===== src/rtl/panel_scan_pkg.sv =====
package panel_scan_pkg;

   localparam int unsigned COLOR_LINES = 6;

   typedef enum logic [2:0] {
      RS_SET,
      RS_SHIFT,
      RS_LAT_A,
      RS_LAT_B,
      RS_OE,
      RS_WAIT
   } row_state_e;

   typedef enum logic [1:0] {
      SH_IDLE,
      SH_PREP,
      SH_PIX
   } shift_state_e;

endpackage


===== src/rtl/scan_row_ctrl.sv =====
module scan_row_ctrl
   import panel_scan_pkg::*;
#(
   parameter int unsigned ROW_PAIRS = 16,
   parameter int unsigned PLANES    = 8,
   localparam int unsigned AW = $clog2(ROW_PAIRS),
   localparam int unsigned PW = (PLANES > 1) ? $clog2(PLANES) : 1
) (
   input  logic          clk,
   input  logic          rst_n,
   input  logic          shift_done,
   input  logic          oe_done,
   output logic          go,
   output logic          lat,
   output logic          oe_start,
   output logic [AW-1:0] row_addr
);

   row_state_e    state;
   logic [AW-1:0] down_row;
   logic [PW-1:0] plane_left;

   always_ff @(posedge clk or negedge rst_n) begin
      if (!rst_n) begin
         state      <= RS_SET;
         down_row   <= AW'(ROW_PAIRS - 1);
         plane_left <= PW'(PLANES - 1);
      end else begin
         case (state)
            RS_SET:   state <= RS_SHIFT;
            RS_SHIFT: if (shift_done) state <= RS_LAT_A;
            RS_LAT_A: state <= RS_LAT_B;
            RS_LAT_B: state <= RS_OE;
            RS_OE:    state <= RS_WAIT;
            RS_WAIT: begin
               if (oe_done) begin
                  state <= RS_SET;
                  if (plane_left == '0) begin
                     plane_left <= PW'(PLANES - 1);
                     down_row   <= down_row - 1'b1;
                  end else begin
                     plane_left <= plane_left - 1'b1;
                  end
               end
            end
            default:  state <= RS_SET;
         endcase
      end
   end

   assign go       = (state == RS_SET);
   assign lat      = (state == RS_LAT_A) || (state == RS_LAT_B);
   assign oe_start = (state == RS_OE);
   assign row_addr = ~down_row;


   lat_min_two_chk: assert property (@(posedge clk) disable iff (!rst_n)
      $rose(lat) |=> lat);

   lat_max_two_chk: assert property (@(posedge clk) disable iff (!rst_n)
      (lat && $past(lat)) |=> !lat);

   oe_single_chk: assert property (@(posedge clk) disable iff (!rst_n)
      oe_start |=> !oe_start);

   addr_hold_chk: assert property (@(posedge clk) disable iff (!rst_n)
      !$stable(row_addr) |-> go);

   addr_step_chk: assert property (@(posedge clk) disable iff (!rst_n)
      !$stable(row_addr) |-> (row_addr == AW'($past(row_addr) + 1'b1)));

endmodule


===== src/rtl/scan_shifter.sv =====
module scan_shifter
   import panel_scan_pkg::*;
#(
   parameter int unsigned COLS        = 64,
   parameter int unsigned LOW_CYC     = 3,
   parameter int unsigned HIGH_CYC    = 2,
   parameter int unsigned FRAME_BYTES = 8192,
   parameter int unsigned DATA_W      = 8,
   localparam int unsigned PH_N = LOW_CYC + HIGH_CYC,
   localparam int unsigned PH_W = $clog2(PH_N),
   localparam int unsigned CW   = $clog2(COLS),
   localparam int unsigned OW   = $clog2(FRAME_BYTES)
) (
   input  logic                   clk,
   input  logic                   rst_n,
   input  logic                   go,
   input  logic                   bank_sel,
   input  logic [DATA_W-1:0]      mem_data,
   output logic [OW:0]            mem_addr,
   output logic [COLOR_LINES-1:0] rgb,
   output logic                   sclk,
   output logic                   done
);

   shift_state_e           st;
   logic [PH_W-1:0]        phase;
   logic [CW-1:0]          col_left;
   logic [OW-1:0]          ofs;
   logic                   bank_q;
   logic [COLOR_LINES-1:0] rgb_q;
   logic                   pix_end;
   logic                   load;

   assign pix_end = (st == SH_PIX) && (phase == PH_W'(PH_N - 1));
   assign load    = (st == SH_PREP) || (pix_end && (col_left != '0));

   always_ff @(posedge clk or negedge rst_n) begin
      if (!rst_n) begin
         st       <= SH_IDLE;
         phase    <= '0;
         col_left <= '0;
      end else begin
         case (st)
            SH_IDLE: if (go) st <= SH_PREP;
            SH_PREP: begin
               st       <= SH_PIX;
               phase    <= '0;
               col_left <= CW'(COLS - 1);
            end
            SH_PIX: begin
               if (pix_end) begin
                  phase <= '0;
                  if (col_left == '0) st <= SH_IDLE;
                  else col_left <= col_left - 1'b1;
               end else begin
                  phase <= phase + 1'b1;
               end
            end
            default: st <= SH_IDLE;
         endcase
      end
   end

   always_ff @(posedge clk or negedge rst_n) begin
      if (!rst_n) begin
         ofs    <= '0;
         bank_q <= 1'b0;
         rgb_q  <= '0;
      end else if (load) begin
         rgb_q <= mem_data[COLOR_LINES-1:0];
         if (ofs == OW'(FRAME_BYTES - 1)) begin
            ofs    <= '0;
            bank_q <= bank_sel;
         end else begin
            ofs <= ofs + 1'b1;
         end
      end
   end

   generate
      if (DATA_W > COLOR_LINES) begin : g_spare_bits
         logic spare_unused;
         assign spare_unused = ^mem_data[DATA_W-1:COLOR_LINES];
      end
   endgenerate

   assign mem_addr = {bank_q, ofs};
   assign rgb      = rgb_q;
   assign sclk     = (st == SH_PIX) && (phase >= PH_W'(LOW_CYC));
   assign done     = pix_end && (col_left == '0);

   logic [7:0] hi_run;
   logic [7:0] lo_run;
   always_ff @(posedge clk or negedge rst_n) begin
      if (!rst_n) begin
         hi_run <= '0;
         lo_run <= '0;
      end else begin
         hi_run <= sclk ? hi_run + 1'b1 : 8'd0;
         lo_run <= sclk ? 8'd0 : ((lo_run == 8'hFF) ? lo_run : lo_run + 1'b1);
      end
   end


   data_hold_chk: assert property (@(posedge clk) disable iff (!rst_n)
      sclk |-> $stable(rgb));

   high_width_chk: assert property (@(posedge clk) disable iff (!rst_n)
      $fell(sclk) |-> (hi_run == 8'(HIGH_CYC)));

   low_width_chk: assert property (@(posedge clk) disable iff (!rst_n)
      $rose(sclk) |-> (lo_run >= 8'(LOW_CYC)));

   ofs_order_chk: assert property (@(posedge clk) disable iff (!rst_n)
      !$stable(mem_addr[OW-1:0]) |->
         ((mem_addr[OW-1:0] == OW'($past(mem_addr[OW-1:0]) + 1'b1)) ||
          (mem_addr[OW-1:0] == '0)));

endmodule


===== src/rtl/panel_scan_seq.sv =====
module panel_scan_seq
   import panel_scan_pkg::*;
#(
   parameter int unsigned COLS      = 64,
   parameter int unsigned ROW_PAIRS = 16,
   parameter int unsigned PLANES    = 8,
   parameter int unsigned LOW_CYC   = 3,
   parameter int unsigned HIGH_CYC  = 2,
   parameter int unsigned DATA_W    = 8,
   localparam int unsigned FRAME_BYTES = COLS * ROW_PAIRS * PLANES,
   localparam int unsigned MA_W = $clog2(FRAME_BYTES) + 1,
   localparam int unsigned AW   = $clog2(ROW_PAIRS)
) (
   input  logic                   clk,
   input  logic                   rst_n,
   input  logic                   oe_done,
   input  logic                   bank_sel,
   input  logic [DATA_W-1:0]      mem_data,
   output logic [MA_W-1:0]        mem_addr,
   output logic [COLOR_LINES-1:0] rgb,
   output logic                   sclk,
   output logic                   lat,
   output logic [AW-1:0]          row_addr,
   output logic                   oe_start
);

   generate
      if (ROW_PAIRS < 2 || (ROW_PAIRS & (ROW_PAIRS - 1)) != 0) begin : g_bad_rows
         $error("ROW_PAIRS must be a power of two of at least 2");
      end
      if (COLS < 2) begin : g_bad_cols
         $error("COLS must be at least 2");
      end
      if (PLANES < 1) begin : g_bad_planes
         $error("PLANES must be at least 1");
      end
      if (LOW_CYC < 1 || HIGH_CYC < 1) begin : g_bad_phase
         $error("LOW_CYC and HIGH_CYC must be at least 1");
      end
      if (DATA_W < COLOR_LINES) begin : g_bad_data
         $error("DATA_W must hold the six colour bits");
      end
   endgenerate

   logic go;
   logic shift_done;

   scan_row_ctrl #(
      .ROW_PAIRS (ROW_PAIRS),
      .PLANES    (PLANES)
   ) u_row (
      .clk        (clk),
      .rst_n      (rst_n),
      .shift_done (shift_done),
      .oe_done    (oe_done),
      .go         (go),
      .lat        (lat),
      .oe_start   (oe_start),
      .row_addr   (row_addr)
   );

   scan_shifter #(
      .COLS        (COLS),
      .LOW_CYC     (LOW_CYC),
      .HIGH_CYC    (HIGH_CYC),
      .FRAME_BYTES (FRAME_BYTES),
      .DATA_W      (DATA_W)
   ) u_shift (
      .clk      (clk),
      .rst_n    (rst_n),
      .go       (go),
      .bank_sel (bank_sel),
      .mem_data (mem_data),
      .mem_addr (mem_addr),
      .rgb      (rgb),
      .sclk     (sclk),
      .done     (shift_done)
   );


   lat_clk_excl_chk: assert property (@(posedge clk) disable iff (!rst_n)
      !(lat && sclk));

   start_gap_chk: assert property (@(posedge clk) disable iff (!rst_n)
      go |=> !sclk);

   quiet_after_oe_chk: assert property (@(posedge clk) disable iff (!rst_n)
      oe_start |=> (!sclk && !lat));

endmodule


===== config.mk =====
export PLATFORM = sky130hd
export DESIGN_NAME = panel_scan_seq
export DESIGN_NICKNAME = d
export VERILOG_FILES = /design/src/rtl/panel_scan_pkg.sv /design/src/rtl/scan_row_ctrl.sv /design/src/rtl/scan_shifter.sv /design/src/rtl/panel_scan_seq.sv
export SDC_FILE = /design/constraint.sdc
export NUM_CORES = 1
export LEC_CHECK = 0
export ABC_AREA = 1
export ABC_CLOCK_PERIOD_IN_PS = 1500
export BUFFER_PORTS_ARGS = -buffer_cell sky130_fd_sc_hd__buf_2
export CORE_MARGIN = 2
export CORE_UTILIZATION = 51
export DETAILED_ROUTE_END_ITERATION = 10
export PLACE_DENSITY = 0.76
export SYNTH_ARGS = -nofsm -noshare
export SYNTH_HDL_FRONTEND = slang
export SYNTH_HIERARCHICAL = 1
export SYNTH_SLANG_ARGS = --single-unit

===== constraint.sdc =====
create_clock -name clk -period 1.5 [get_ports clk]
set_clock_uncertainty 0.2 [all_clocks]
set_input_delay 0.075 -clock clk [delete_from_list [all_inputs] [get_ports clk]]
set_output_delay 0.075 -clock clk [all_outputs]
set_load 0.1 [all_outputs]

* Word level (Yosys, flattened, before mapping)
Cells that the tools add are included.
** Storage, ports and cells
- Bits in registers :: 41
- Memory bits (writable) :: 0
- Output and inout bits :: 27
- Input bits :: 12
- Latch bits :: 0
- Memories kept :: 0
- Memory bits (read-only) :: 0
** Operators by class
- Reductions and logical operators :: 18
- Equality and inequality tests :: 15
- Shift-type cells :: 0
- Order comparisons :: 1
- Div/mod/pow operators :: 0
- Bitwise gates (word level) :: 1
- Multipliers :: 0
- Multiplexer cells :: 14
- Add/subtract/negate cells :: 5
** Operator list (count)
- case mux 3 bit (6 select lines) :: 1
- adder 13 x 1 -> 13 bit (second input constant) :: 1
- equality test 13 bit (second input constant) :: 1
- two-way mux 13 bit :: 1
- two-way mux 3 bit :: 4
- two-way mux 6 bit :: 2
- case mux 6 bit (2 select lines) :: 1
- != test 2 bit (second input constant) :: 5
- equality test 3 bit (second input constant) :: 3
- AND reduction 3 bit :: 3
- equality test 3 x 2 -> 1 bit (second input constant) :: 2
- zero test 3 bit :: 2
- zero test 6 bit :: 1
- two-way mux 2 bit :: 3
- case mux 2 bit (3 select lines) :: 1
- case mux 3 bit (2 select lines) :: 1
- AND reduction 2 bit :: 3
- nonzero test 6 bit :: 1
- subtractor 6 x 1 -> 6 bit (second input constant) :: 1
- logical AND 1 bit :: 4
- inverter 4 bit :: 1
- subtractor 4 x 1 -> 4 bit (second input constant) :: 1
- adder 3 x 1 -> 3 bit (second input constant) :: 1
- equality test 3 x 1 -> 1 bit (second input constant) :: 1
- 8 further kinds :: 9

* Logic depth before layout (Yosys ltp)
- Depth after elaboration :: 5
- Depth in mapped cells :: 10
- Gate-level depth less buffers :: 9

* Cells and area by module
Netlist, hierarchy kept.
** By module, submodules not included
- scan_shifter :: sequential area each 775.7 um^2, instances 1, cells each 221, area each 1801.7 um^2
- scan_row_ctrl :: sequential area each 259.0 um^2, instances 1, cells each 75, area each 586.8 um^2

* Worst setup path after synthesis
OpenSTA, ideal clock, no wires.
- Path type :: flip-flop to output port
- From :: reg u_shift.st[0]
- To :: out sclk
- Path slack :: -1.020 ns
- Cell stages (with the launch flop) :: 5
- Arrival :: 2.245 ns
- Cells stage by stage :: dfrtp_1 -> inv_1 -> ha_1 -> inv_2 -> a21oi_1
** On the way
- Longest elaborated chain between the ends :: 2
** RTL lines
- from (decl) :: RTL line scan_shifter.sv:25 : shift_state_e st;
- from (signal assigned) :: RTL line scan_shifter.sv:39 : st <= SH_IDLE;
- from (signal assigned) :: RTL line scan_shifter.sv:44 : SH_IDLE: if (go) st <= SH_PREP;
- from (signal assigned) :: RTL line scan_shifter.sv:46 : st <= SH_PIX;
- equality test 2 bit :: RTL line scan_shifter.sv:89 : assign sclk = (st == SH_PIX) && (phase >= PH_W'(LOW_CYC));
- logical AND 1 bit :: RTL line scan_shifter.sv:89
- to (decl) :: RTL line panel_scan_seq.sv:21 : output logic sclk,
Every way passes these cells.

* Worst setup path in the final report
- From :: reg u_shift.st[0]
- To :: reg u_shift.col_left[3]
** On the way
- Longest elaborated chain between the ends :: 4
- Elaborated cells between the ends (all ways) :: 8
- Those cells by class :: eq/ne: 4; mux: 1; reduce/logical: 3
** RTL lines
- equality test 2 bit :: RTL line scan_shifter.sv:34, scan_shifter.sv:43
- logical AND 1 bit :: RTL line scan_shifter.sv:34 : assign pix_end = (st == SH_PIX) && (phase == PH_W'(PH_N - 1));
- != test 2 x 1 -> 1 bit (no source line)
- AND reduction 3 bit (no source line)
- to (signal assigned) :: RTL line scan_shifter.sv:48 : col_left <= CW'(COLS - 1);
- to (signal assigned) :: RTL line scan_shifter.sv:54 : else col_left <= col_left - 1'b1;
- to (decl) :: RTL line scan_shifter.sv:27 : logic [CW-1:0] col_left;
Several ways; a longest one is shown, not always the timed one.
A chain may end at the register's enable or synchronous reset.

==> results.py <==
metrics = {
    "clocking": {
        "cts_num_sinks": 41,
        "clock_latency_ns": 0.31,
        "cts_root_buf": "clkbuf_8",
        "cts-buffers-inserted": 5,
        "h-tree-depth": 2,
        "path_clk_slew_ns": 0.08,
        "cts_buffer_depth": 2,
        "cts_tree": "done",
    },
    "layout": {
        "syn_to_final_growth_pct": 54.64,
        "layout.nets": 418,
        "nFillCells": 257,
        "seq_area_um2": 1084,
        "diodes": 0,
        "multi_input_area_um2": 1444,
        "drive_gt1_share_pct": 48.98,
    },
    "global_route": {
        "antenna_found_initial": 0,
        "grt_overflow": 0,
        "grt_max_degree": 42,
        "gr-usage-all-layers_pct": 26.01,
        "first_global_vias": 2263,
        "grt_pass1_wl_um": 10340,
    },
    "timing": {
        "whs_ns": 0.06647,
        "slew_violations": 0,
        "fin_crit_ns": 1.727,
        "setup_ws_ns": -0.2267,
        "hold_violations": 0,
        "setup_violations": 31,
        "worst_pin_slew_ns": 0.5093,
        "fin_crit_sh_pct": 115.1,
        "rsz0062_at_grt": "true",
        "max_freq_mhz": 579.1,
        "relSlewSlack_pct": 66.28,
        "fin_tns_setup_ns": -4.905,
    },
    "pwr": {
        "power_leakage_nw": 1.709,
        "p_per_area_nw_per_um2": 2077,
        "irDropWorstVdd_mv": 1.454,
    },
    "synthesis": {
        "yosys_warnings": 6,
        "ys_ff_latch": 41,
        "synth.net_count": 321,
        "yosys.area.top_type": "dfrtp_1",
        "netlist_instances": 296,
        "synthMuxAreaShare_pct": 0.4191,
        "synthTopCellsByArea": "dfrtp_1 36%, nand2_1 15%, dfstp_2 7.7%",
        "synth-simple-area-share_pct": 31.53,
        "synth_compound_gate_area_share_pct": 5.553,
        "synth_top_family_by_area": "simple AND/OR/NAND/NOR gates",
        "synth_xor_xnor_area_share_pct": 3.562,
        "avgSynthCellArea_um2": 8.069,
        "synth.distinct_cells": 30,
        "synthAdderAreaFrac_pct": 6.810,
        "netlist_area_um2": 2389,
        "ys_seq_area_share_pct": 43.32,
        "yosys.area.top_type_share_pct": 35.62,
    },
    "critical_path": {
        "crit_required_ns": 1.50,
        "reg2reg_from": "u_shift/st[0]$_DFFE_PN0P_",
        "endpoint_kind": "flop",
        "arrival_ns": 1.73,
        "rr_worst_depth": 9,
        "critical_path_class": "reg -> reg",
        "setup.worst_path.start_class": "flop",
        "rr_endpoint": "u_shift/col_left[3]$_DFFE_PN0P_",
        "crit_path_max_fanout": 4,
        "ff2ff_setup_slack_ns": -0.23,
    },
    "run_status": {
        "status": "finished with violations",
        "violations": "setup timing",
    },
    "placement": {
        "hpwl_um": 3927,
        "place_congestion": 0.8390,
        "io_buffers": 36,
        "post-place-ws_ns": -0.1884,
    },
    "drt": {
        "routed-via-count": 2347,
        "antenna_left": 0,
        "drt_pass1_iterations": 4,
        "via_per_inst": 5.262,
        "drt_iter0_markers": 127,
        "wl_um": 6950,
        "drc": 0,
        "wire_per_inst_um": 15.58,
    },
    "floorplan": {
        "fp.dieH_um": 72.44,
        "ios": 39,
        "core_um2": 4444,
        "die_area_um2": 5247,
        "core.rowCount": 24,
        "fp.dieW_um": 72.44,
        "start_util_pct": 53.74,
    },
    "worst_hold_path": {
        "hold_class": "in -> async",
    },
    "job": {
        "drv_cap": 0,
    },
}
==> cell usage after synthesis <==
library cell,number
nand2_1,93
inv_2,2
nand2_2,1
xor2_2,2
nand3b_1,3
xor2_1,4
a21oi_1,2
o21ai_1,2
o211ai_1,2
dfstp_2,7
mux2i_1,1
nor2_4,4
nand3_2,2
nor2_1,21
nand3_1,24
o22ai_1,2
o21ai_0,17
inv_1,40
inv_4,1
nor3_1,1
buf_12,1
buf_6,1
xnor2_1,2
nor2_2,3
nand3_4,1
buf_4,2
nand2_4,4
dfrtp_1,34
ha_1,13
nand4_1,4
==> worst max path at each step <==
stage | startpoint | to | slack [ns] | cells after the start
after floorplan | u_row/down_row[0]$_DFFE_PN1P_ | u_row/down_row[2]$_DFFE_PN1P_ | -0.36 | 5
after global placement | u_shift/phase[0]$_DFFE_PN0P_ | u_shift/bank_q$_DFFE_PN0P_ | -0.12 | 9
after detailed placement | u_shift/phase[0]$_DFFE_PN0P_ | u_shift/ofs[0]$_DFFE_PN0P_ | -0.19 | 9
after CTS | u_shift/phase[0]$_DFFE_PN0P_ | sclk | -0.23 | 5
after global routing | u_shift/phase[0]$_DFFE_PN0P_ | u_shift/col_left[2]$_DFFE_PN0P_ | -0.28 | 10
final | u_shift/st[0]$_DFFE_PN0P_ | u_shift/col_left[3]$_DFFE_PN0P_ | -0.23 | 9
==> kinds of logic after synthesis <==
| logic type | count (synthesis) |
|---|---|
| AND/OR/NAND/NOR | 161 |
| buffers and inverters | 47 |
| flip-flops | 41 |
| AO/OA/AOI/OAI | 25 |
| adder cells (fa/ha/maj) | 13 |
| XOR/XNOR | 8 |
| multiplexers | 1 |
==> flip-flops by register name, summed over array words and instances, names as in the netlist <==
register,count
u_shift/ofs,13
u_shift/col_left,6
u_shift/rgb,6
u_row/down_row,4
u_row/plane_left,3
u_row/state,3
u_shift/phase,3
u_shift/st,2
u_shift/bank_q,1
==> power breakdown <==
group          leakage, nW  internal, mW  switching [mW]
Combinational         1.19          1.71            3.31
Sequential           0.467          1.56           0.303
Clock               0.0512         0.374           0.420
==> worst max-delay path: stages, from the launching register on <==
cell,delay [ns]
dfrtp_1,0.41
inv_2,0.10
ha_4,0.15
inv_4,0.05
buf_4,0.14
nand2_1,0.20
buf_4,0.19
nand2_1,0.06
nand2_1,0.07
nand2_1,0.05
==> final cells by class <==
cell class	count	area share (%)
Clock buffer	6	2.236
Timing Repair inverter	3	0.8469
Tap cell	52	1.762
Clock inverter	2	0.3726
Inverter	43	4.912
Multi-Input combinational cell	209	39.09
Sequential cell	41	29.34
Timing Repair Buffer	90	21.44
==> metrics by stage <==
step	instances	instance area [µm²]	util, %	power (mW)
4_1_cts	441	3567	80.26	7.334
2_1_floorplan	296	2557	-	4.793
5_1_grt	446	3694	83.11	8.064
6_report	446	3694	83.11	7.671
3_3_place_gp	412	3097	69.68	5.821
3_5_place_dp	412	3097	69.68	5.903
==> layout by cell type, fill, tap and decap left out, types with 7 or more instances in the layout <==
| cell | Yosys | final |
|---|---|---|
| dfstp_2 | 7 | 7 |
| nor2_1 | 21 | 15 |
| nand2_1 | 93 | 75 |
| nand2_2 | 1 | 15 |
| nand3_2 | 2 | 11 |
| inv_1 | 40 | 32 |
| buf_6 | 1 | 9 |
| nor2_4 | 4 | 9 |
| dfrtp_1 | 34 | 19 |
| dfrtp_4 | 0 | 12 |
| buf_2 | 0 | 21 |
| buf_12 | 1 | 9 |
| buf_4 | 2 | 40 |
| inv_2 | 2 | 8 |
| dlygate4sd3_1 | 0 | 9 |
| nand3_1 | 24 | 14 |
| o21ai_0 | 17 | 7 |
==> timing repair <==
item | in CTS | in global routing
pin swaps | 21 | 8
hold buffers | 9 | 0
buffers inserted | 8 | 5
setup endpoints to repair | 40 | 42
hold endpoints to repair | 56 | 0
cloned | 4 | 0
gates resized for setup | 59 | 28
==> routing by layer <==
| metal | vias up | share of wire (%) | track usage (%) |
|---|---|---|---|
| met5 | - | 0 | 0 |
| met4 | 0 | 3.4 | 10.70 |
| met3 | 20 | 3.9 | 5.833 |
| met2 | 65 | 53 | 45.16 |
| met1 | 1142 | 40 | 31.13 |
| li1 | 1120 | - | - |
Note: power is estimated with default switching activity, not from simulation.
